--- config.mk ---
export PLATFORM = sky130hd
export DESIGN_NAME = coh_line_ctrl
export DESIGN_NICKNAME = d
export VERILOG_FILES = /design/src/rtl/coh_pkg.sv /design/src/rtl/coh_decode.sv /design/src/rtl/coh_result.sv /design/src/rtl/coh_line_ctrl.sv
export SDC_FILE = /design/constraint.sdc
export NUM_CORES = 1
export LEC_CHECK = 0
export BUFFER_PORTS_ARGS = -buffer_cell sky130_fd_sc_hd__buf_2
export CAP_MARGIN = 20
export CORE_ASPECT_RATIO = 1.1
export CORE_MARGIN = 3
export CORE_UTILIZATION = 42
export DETAILED_ROUTE_END_ITERATION = 8
export GPL_TIMING_DRIVEN = 0
export MAX_ROUTING_LAYER = met4
export PLACE_DENSITY = 0.75
export REMOVE_ABC_BUFFERS = 1
export SYNTH_ARGS = -nofsm -noshare
export SYNTH_HDL_FRONTEND = slang
export SYNTH_HIERARCHICAL = 1
export SYNTH_SLANG_ARGS = --single-unit
export TNS_END_PERCENT = 10
--- constraint.sdc ---
create_clock -name clk -period 4.1 [get_ports clk]
set_clock_uncertainty 0.2 [all_clocks]
set_input_delay 0.82 -clock clk [delete_from_list [all_inputs] [get_ports clk]]
set_output_delay 0.82 -clock clk [all_outputs]
set_load 0.02 [all_outputs]
--- src/rtl/coh_pkg.sv ---
package coh_pkg;
  localparam int STATE_W = 3;
  localparam int CMD_W   = 3;
  localparam int CHAN_W  = 2;
  localparam int BUS_W   = 2;

  // status bit positions inside a state
  localparam int BIT_V = 2;
  localparam int BIT_W = 1;
  localparam int BIT_D = 0;

  localparam logic [STATE_W-1:0] ST_INV = 3'b000;
  localparam logic [STATE_W-1:0] ST_SHR = 3'b100;
  localparam logic [STATE_W-1:0] ST_OWN = 3'b101;
  localparam logic [STATE_W-1:0] ST_EXC = 3'b110;
  localparam logic [STATE_W-1:0] ST_MOD = 3'b111;

  localparam logic [CHAN_W-1:0] CH_PROC  = 2'd0;
  localparam logic [CHAN_W-1:0] CH_RESP  = 2'd1;
  localparam logic [CHAN_W-1:0] CH_SNOOP = 2'd2;

  // processor commands
  localparam logic [CMD_W-1:0] PC_READ  = 3'd0;
  localparam logic [CMD_W-1:0] PC_WRITE = 3'd1;
  localparam logic [CMD_W-1:0] PC_SWPF  = 3'd2;
  localparam logic [CMD_W-1:0] PC_HWPF  = 3'd3;
  // response commands
  localparam logic [CMD_W-1:0] RC_DATA  = 3'd0;
  localparam logic [CMD_W-1:0] RC_XDATA = 3'd1;
  localparam logic [CMD_W-1:0] RC_GRANT = 3'd2;
  // snoop commands
  localparam logic [CMD_W-1:0] SC_READ  = 3'd0;
  localparam logic [CMD_W-1:0] SC_RDX   = 3'd1;
  localparam logic [CMD_W-1:0] SC_UPG   = 3'd2;
  localparam logic [CMD_W-1:0] SC_INV   = 3'd3;
  localparam logic [CMD_W-1:0] SC_WINV  = 3'd4;

  localparam logic [BUS_W-1:0] BUS_NONE = 2'd0;
  localparam logic [BUS_W-1:0] BUS_RD   = 2'd1;
  localparam logic [BUS_W-1:0] BUS_RDX  = 2'd2;
  localparam logic [BUS_W-1:0] BUS_UPG  = 2'd3;

  // strobes from the decode control to the result datapath
  typedef struct packed {
    logic toInv;
    logic toShr;
    logic toExc;
    logic toMod;
    logic toOwn;
    logic keep;
    logic fault;
    logic issueRd;
    logic issueRdx;
    logic issueUpg;
    logic supply;
    logic share;
  } cohStrobe_t;
endpackage

--- src/rtl/coh_decode.sv ---
module coh_decode
  import coh_pkg::*;
#(
  parameter bit HAS_OWN = 1'b1,
  parameter bit HAS_EXC = 1'b1,
  parameter bit UPGRADES = 1'b1
) (
  input  logic               clk,
  input  logic               rstN,
  input  logic               reqValid,
  input  logic [CHAN_W-1:0]  reqChan,
  input  logic [CMD_W-1:0]   reqCmd,
  input  logic [STATE_W-1:0] curState,
  input  logic               sharedSeen,
  output cohStrobe_t         strobe
);
  localparam bit CFG_OK = !(HAS_OWN && !UPGRADES);

  logic known;
  logic isShr, isOwn, isExc, isMod, isInv;

  always_comb begin
    isInv = (curState == ST_INV);
    isShr = (curState == ST_SHR);
    isMod = (curState == ST_MOD);
    isOwn = HAS_OWN && (curState == ST_OWN);
    isExc = HAS_EXC && (curState == ST_EXC);
    known = isInv || isShr || isMod || isOwn || isExc;
  end

  always_comb begin
    strobe = '0;
    if (!CFG_OK || !known) begin
      strobe.fault = 1'b1;
    end else begin
      case (reqChan)
        CH_PROC: begin
          case (reqCmd)
            PC_READ: begin
              strobe.keep = 1'b1;
              strobe.issueRd = isInv;
            end
            PC_WRITE: begin
              if (isInv) begin
                strobe.keep = 1'b1;
                strobe.issueRdx = 1'b1;
              end else if (isShr || isOwn) begin
                strobe.keep = 1'b1;
                strobe.issueUpg = UPGRADES;
                strobe.issueRdx = !UPGRADES;
              end else if (isExc) begin
                strobe.toMod = 1'b1;
              end else begin
                strobe.keep = 1'b1;
              end
            end
            PC_SWPF, PC_HWPF: begin
              if (isInv) begin
                strobe.keep = 1'b1;
                strobe.issueRd = 1'b1;
              end else begin
                strobe.fault = 1'b1;
              end
            end
            default: strobe.fault = 1'b1;
          endcase
        end
        CH_RESP: begin
          case (reqCmd)
            RC_DATA: begin
              if (isInv) begin
                if (HAS_EXC && !sharedSeen) strobe.toExc = 1'b1;
                else                        strobe.toShr = 1'b1;
              end else strobe.fault = 1'b1;
            end
            RC_XDATA: begin
              if (isInv || (!UPGRADES && (isShr || isOwn))) strobe.toMod = 1'b1;
              else strobe.fault = 1'b1;
            end
            RC_GRANT: begin
              if (UPGRADES && (isShr || isOwn)) strobe.toMod = 1'b1;
              else strobe.fault = 1'b1;
            end
            default: strobe.fault = 1'b1;
          endcase
        end
        CH_SNOOP: begin
          case (reqCmd)
            SC_READ: begin
              if (isMod) begin
                strobe.supply = 1'b1;
                strobe.toOwn = HAS_OWN;
                strobe.toShr = !HAS_OWN;
              end else if (isOwn) begin
                strobe.supply = 1'b1;
                strobe.keep = 1'b1;
              end else if (isShr || isExc) begin
                strobe.share = HAS_EXC;
                strobe.toShr = 1'b1;
              end else begin
                strobe.keep = 1'b1;
              end
            end
            SC_RDX: begin
              strobe.supply = isMod || isOwn;
              strobe.toInv = 1'b1;
            end
            SC_UPG: begin
              if (UPGRADES && (isInv || isShr || isOwn)) strobe.toInv = 1'b1;
              else strobe.fault = 1'b1;
            end
            SC_INV, SC_WINV: strobe.toInv = 1'b1;
            default: strobe.fault = 1'b1;
          endcase
        end
        default: strobe.fault = 1'b1;
      endcase
    end
  end

  // exactly one destination choice per decode
  assert_one_dest_R1: assert property (@(posedge clk) disable iff (!rstN)
    reqValid |-> $onehot({strobe.toInv, strobe.toShr, strobe.toExc,
                          strobe.toMod, strobe.toOwn, strobe.keep, strobe.fault}));

  // undefined encodings never decode to a transition
  assert_bad_encoding_R1: assert property (@(posedge clk) disable iff (!rstN)
    (reqValid && curState != ST_INV && !curState[BIT_V]) |-> strobe.fault);

  // at most one bus command and no data supply while a command is issued
  assert_one_issue_R2: assert property (@(posedge clk) disable iff (!rstN)
    reqValid |-> $onehot0({strobe.issueRd, strobe.issueRdx, strobe.issueUpg, strobe.supply}));
endmodule

--- src/rtl/coh_result.sv ---
module coh_result
  import coh_pkg::*;
#(
  parameter bit HAS_OWN = 1'b1,
  parameter bit HAS_EXC = 1'b1
) (
  input  logic               clk,
  input  logic               rstN,
  input  logic               reqValid,
  input  logic [STATE_W-1:0] curState,
  input  cohStrobe_t         strobe,
  output logic               outValid,
  output logic [STATE_W-1:0] nextState,
  output logic [BUS_W-1:0]   busCmd,
  output logic               supplyData,
  output logic               assertShared,
  output logic               illegal
);
  logic [STATE_W-1:0] stateD;
  logic [BUS_W-1:0]   busD;

  always_comb begin
    if (strobe.keep || strobe.fault) begin
      stateD = curState;
    end else begin
      stateD[BIT_V] = !strobe.toInv;
      stateD[BIT_W] = strobe.toExc || strobe.toMod;
      stateD[BIT_D] = strobe.toMod || strobe.toOwn;
    end
    if (strobe.fault)         busD = BUS_NONE;
    else if (strobe.issueUpg) busD = BUS_UPG;
    else if (strobe.issueRdx) busD = BUS_RDX;
    else if (strobe.issueRd)  busD = BUS_RD;
    else                      busD = BUS_NONE;
  end

  always_ff @(posedge clk) begin
    if (!rstN) begin
      outValid     <= 1'b0;
      nextState    <= '0;
      busCmd       <= BUS_NONE;
      supplyData   <= 1'b0;
      assertShared <= 1'b0;
      illegal      <= 1'b0;
    end else begin
      outValid <= reqValid;
      if (reqValid) begin
        nextState    <= stateD;
        busCmd       <= busD;
        supplyData   <= strobe.supply && !strobe.fault;
        assertShared <= strobe.share && !strobe.fault;
        illegal      <= strobe.fault;
      end
    end
  end

  // a bus command never changes the line at once
  assert_issue_keeps_R2: assert property (@(posedge clk) disable iff (!rstN)
    (outValid && busCmd != BUS_NONE) |-> nextState == $past(curState));

  // supplying data leaves the line Owned or Invalid
  assert_supply_dest_R5: assert property (@(posedge clk) disable iff (!rstN)
    (outValid && supplyData) |-> (nextState == ST_OWN || nextState == ST_INV ||
                                  (!HAS_OWN && nextState == ST_SHR)));

  // shared wire only with an Exclusive protocol, line ends Shared
  assert_share_only_exc_R7: assert property (@(posedge clk) disable iff (!rstN)
    (outValid && assertShared) |-> (HAS_EXC && nextState == ST_SHR && !supplyData));

  // illegal result is inert
  assert_fault_inert_R9: assert property (@(posedge clk) disable iff (!rstN)
    (outValid && illegal) |-> (nextState == $past(curState) && busCmd == BUS_NONE &&
                               !supplyData && !assertShared));

  // one-cycle latency and hold
  assert_latency_R10: assert property (@(posedge clk) disable iff (!rstN)
    reqValid |=> outValid);
  assert_hold_R10: assert property (@(posedge clk) disable iff (!rstN)
    !reqValid |=> (!outValid && $stable(nextState) && $stable(busCmd)));
endmodule

--- src/rtl/coh_line_ctrl.sv ---
module coh_line_ctrl
  import coh_pkg::*;
#(
  parameter int PROTO    = 3,
  parameter bit UPGRADES = 1'b1
) (
  input  logic               clk,
  input  logic               rstN,
  input  logic               reqValid,
  input  logic [CHAN_W-1:0]  reqChan,
  input  logic [CMD_W-1:0]   reqCmd,
  input  logic [STATE_W-1:0] curState,
  input  logic               sharedSeen,
  output logic               outValid,
  output logic [STATE_W-1:0] nextState,
  output logic [BUS_W-1:0]   busCmd,
  output logic               supplyData,
  output logic               assertShared,
  output logic               illegal
);
  localparam bit HAS_EXC = (PROTO == 1) || (PROTO == 3);
  localparam bit HAS_OWN = (PROTO == 2) || (PROTO == 3);

  cohStrobe_t strobe;

  coh_decode #(.HAS_OWN(HAS_OWN), .HAS_EXC(HAS_EXC), .UPGRADES(UPGRADES)) uDecode (
    .clk(clk), .rstN(rstN), .reqValid(reqValid), .reqChan(reqChan),
    .reqCmd(reqCmd), .curState(curState), .sharedSeen(sharedSeen), .strobe(strobe)
  );

  coh_result #(.HAS_OWN(HAS_OWN), .HAS_EXC(HAS_EXC)) uResult (
    .clk(clk), .rstN(rstN), .reqValid(reqValid), .curState(curState), .strobe(strobe),
    .outValid(outValid), .nextState(nextState), .busCmd(busCmd),
    .supplyData(supplyData), .assertShared(assertShared), .illegal(illegal)
  );
endmodule

Word level (Yosys, flattened, before mapping)
Index checks and enable logic that the tools add are counted.
Widths: inputs -> output; s select.
Word-level totals
  register bits: 9
  output and inout bits: 9
  logic and storage cells: 95
  bits of input ports: 12
Cells by class
  eq/ne operators: 10
  reductions and logical operators: 22
  mux-type cells: 57
Operator list (number)
  $mux 1: 33
  $pmux 1 s2: 10
  $mux 2: 8
  $eq 3x3->1 const B: 5
  $logic_or 1x1->1: 11
  $eq 3x2->1 const B: 2
  $logic_not 3->1: 2
  $mux 3: 2
  $mux 6: 1
  $pmux 1 s3: 2
  $mux 5: 1
  $reduce_or 2->1: 2
  $reduce_or 4->1: 1
  $eq 3x1->1 const B: 1
  $reduce_or 3->1: 1
  $eq 2x1->1 const B: 1
  $eq 2x2->1 const B: 1
  $logic_and 1x1->1: 2
  $logic_not 1->1: 2
  $logic_not 2->1: 1

Depth between registers and ports, before layout
  word-level depth: 12
  depth in mapped cells: 9
  depth with buffers taken out: 9

By module
Netlist, hierarchy kept.
Modules (own cells, without submodules)
  coh_decode: sequential area each 0.0 um2, area each 426.7 um2, times used 1, cells each 60
  coh_result: sequential area each 180.2 um2, area each 374.1 um2, times used 1, cells each 41

Least setup slack after synthesis
Ideal clock, no wire load.
  path type: input port to flip-flop
  start: input port curState[0]
  end: register uResult.nextState[0]
  stages on the path: 8
  path slack: 1.126 ns
  path buffers: 1
  setup time: 0.120 ns
  arrival time: 2.654 ns
  data required time: 3.780 ns
  cells stage by stage: buf_6 -> or3_4 -> maj3_2 -> o221ai_1 -> nand4_1 -> or4_1 -> o21ai_0 -> a21oi_1
RTL lines
  start, declared: RTL line coh_line_ctrl.sv:12  | input logic [STATE_W-1:0] curState,
  end signal, assigned: RTL line coh_result.sv:48  | nextState <= stateD;
  end, declared: RTL line coh_result.sv:13  | output logic [STATE_W-1:0] nextState,

==> results.cfg <==
[clock_tree]
cts.path.max_buffers = 2
holdBufCountCts = 0
tritoncts = yes
cts_setup_buffers = 0
h-tree-depth = 1
cts_resized = 0
clock_latency_ns = 0.26
cts_num_sinks = 9
cts_root_buf = clkbuf_4
cts_inserted_buffers = 3
clkSlewWorstSetupHoldPaths_ns = 0.06

[final_layout]
stdcell_count = 133
layout_commonest_cell = buf_2
drive_gt1_share_pct = 25.00
fillCellCount = 173
seqCellArea_um2 = 180.2
syn2layout_area_growth_pct = 12.52
multi_input_area_um2 = 526.8
num_antenna_cells = 0
layout_common_cells = 20 x buf_2, 9 x a21oi_1, 9 x o21ai_0, 9 x dfxtp_1
final_nets = 133

[routing]
drc = 0
vias = 802
drt_iter0_drc = 19
ant_nets = 0
viasPerCell = 6.030
routedWlPerCell_um = 12.92
firstDrtPassIters = 4
drt-total-wl_um = 1718

[pwr]
p_seq_share_pct = 42.5
clkPwrFrac_pct = 30.3
power_switching_uw = 66.73
power_frac_comb_pct = 27.2
swShare_pct = 30.53
p_leak_nw = 0.3683
p_per_area_mw_per_mm2 = 249.2
ir_worst_vdd_mv = 0.09306
power.internal_uw = 151.9
power_uw = 218.6

[timing]
fin_setup_tns_ns = 0
slew_headroom_pct = 75.23
worst_pin_slew_ns = 0.3682
fmax_ghz = 0.3372
hold_violations = 0
worst_slack_ns = 1.135
min_period_ns = 2.965
slew_violations = 0
rsz0062_at_grt = no
setup_viol = 0
fin_crit_sh_pct = 72.33

[setup_path]
cp-start-kind = input pin
worstPathArrival_ns = 2.91
cp_max_fo = 11
worst-setup-path-type = in -> reg
critPathCaptureType = register
required_ns = 4.04

[grt]
grt_antenna_before_repair = 0
grt_max_degree = 15
grt_pass1_vias = 693
grt_overflow = 0
grt_use_total_pct = 15.67
grt_pass1_wl_um = 2766

[worst_hold_path]
hold_path_class = reg -> reg

[die]
die_x_um = 47.08
core_area_mm2 = 0.001652
io_pins = 21
num_rows = 15
die_h_um = 51.19
initial_core_util_pct = 47.20
die_area_mm2 = 0.002410

[placement]
port_buffers = 20
place_inst = 129
place_congestion = 0.9123
hpwl_um = 1296
dp_slack_ns = 0.8557

[logic_synthesis]
syn_inst = 99
avgSynthCellArea_um2 = 7.874
synth_area_um2 = 779.5
yosys_warnings = 6

[flow_run]
drv_cap = 0

[status]
status = complete, no violations
layer usage:
layer / wire length [um] / part of all wire (%) / global-route usage [%] / vias to the layer above
met5: 0 / 0 / - / -
met4: 30 / 1.7 / 9.677 / 0
met3: 163 / 9.5 / 1.056 / 4
met2: 756 / 44 / 23.98 / 42
met1: 767 / 45 / 19.41 / 360
li1: - / - / - / 396
state kept, by name, summed over array words and instances, names as in the netlist:
signal                count
uResult/illegal           1
uResult/assertShared      1
uResult/outValid          1
uResult/nextState         3
uResult/busCmd            2
uResult/supplyData        1
final timing paths:
kind	end	startpoint	cells past startpoint	slack, ns
worst min-delay path	uResult/busCmd[0]	uResult/busCmd[0]	2	0.27
worst min register to register	uResult/busCmd[0]	uResult/busCmd[0]	2	0.27
worst max register to register	uResult/assertShared	uResult/assertShared	3	3.18
worst max-delay path	uResult/nextState[0]	curState[0]	8	1.13
power groups by stage:
stage	logic [mW]	clock network [mW]	registers, mW
2_1_floorplan	0.0289	0	0.100
3_3_place_gp	0.0575	0	0.0948
3_5_place_dp	0.0587	0	0.0950
4_1_cts	0.0589	0.0697	0.0930
5_1_grt	0.0653	0.0762	0.0934
6_report	0.0594	0.0663	0.0930
area by class of cell:
cell class	instances	area share, %
clock buffers	4	2.996
well taps	17	2.425
inverters	6	2.568
multi-input cells	77	60.06
repair buffers	20	11.41
flip-flops and latches	9	20.54
stage by stage:
step	utilization (%)	hold slack, ns	area (um^2)
2_1_floorplan	-	0.3506	729.5
3_3_place_gp	51.52	0.2597	850.8
3_5_place_dp	51.52	0.2696	850.8
4_1_cts	53.11	0.2780	877.1
5_1_grt	53.11	0.3123	877.1
6_report	53.11	0.2731	877.1
worst max-delay path: stages:
cell and delay [ns]:
buf_2 0.17, or3_4 0.41, maj3_2 0.31, o221ai_1 0.18, nand4_1 0.26, or4_1 0.58, o21ai_0 0.10, a21oi_1 0.09
No activity file was read; power rests on OpenSTA's default activity.
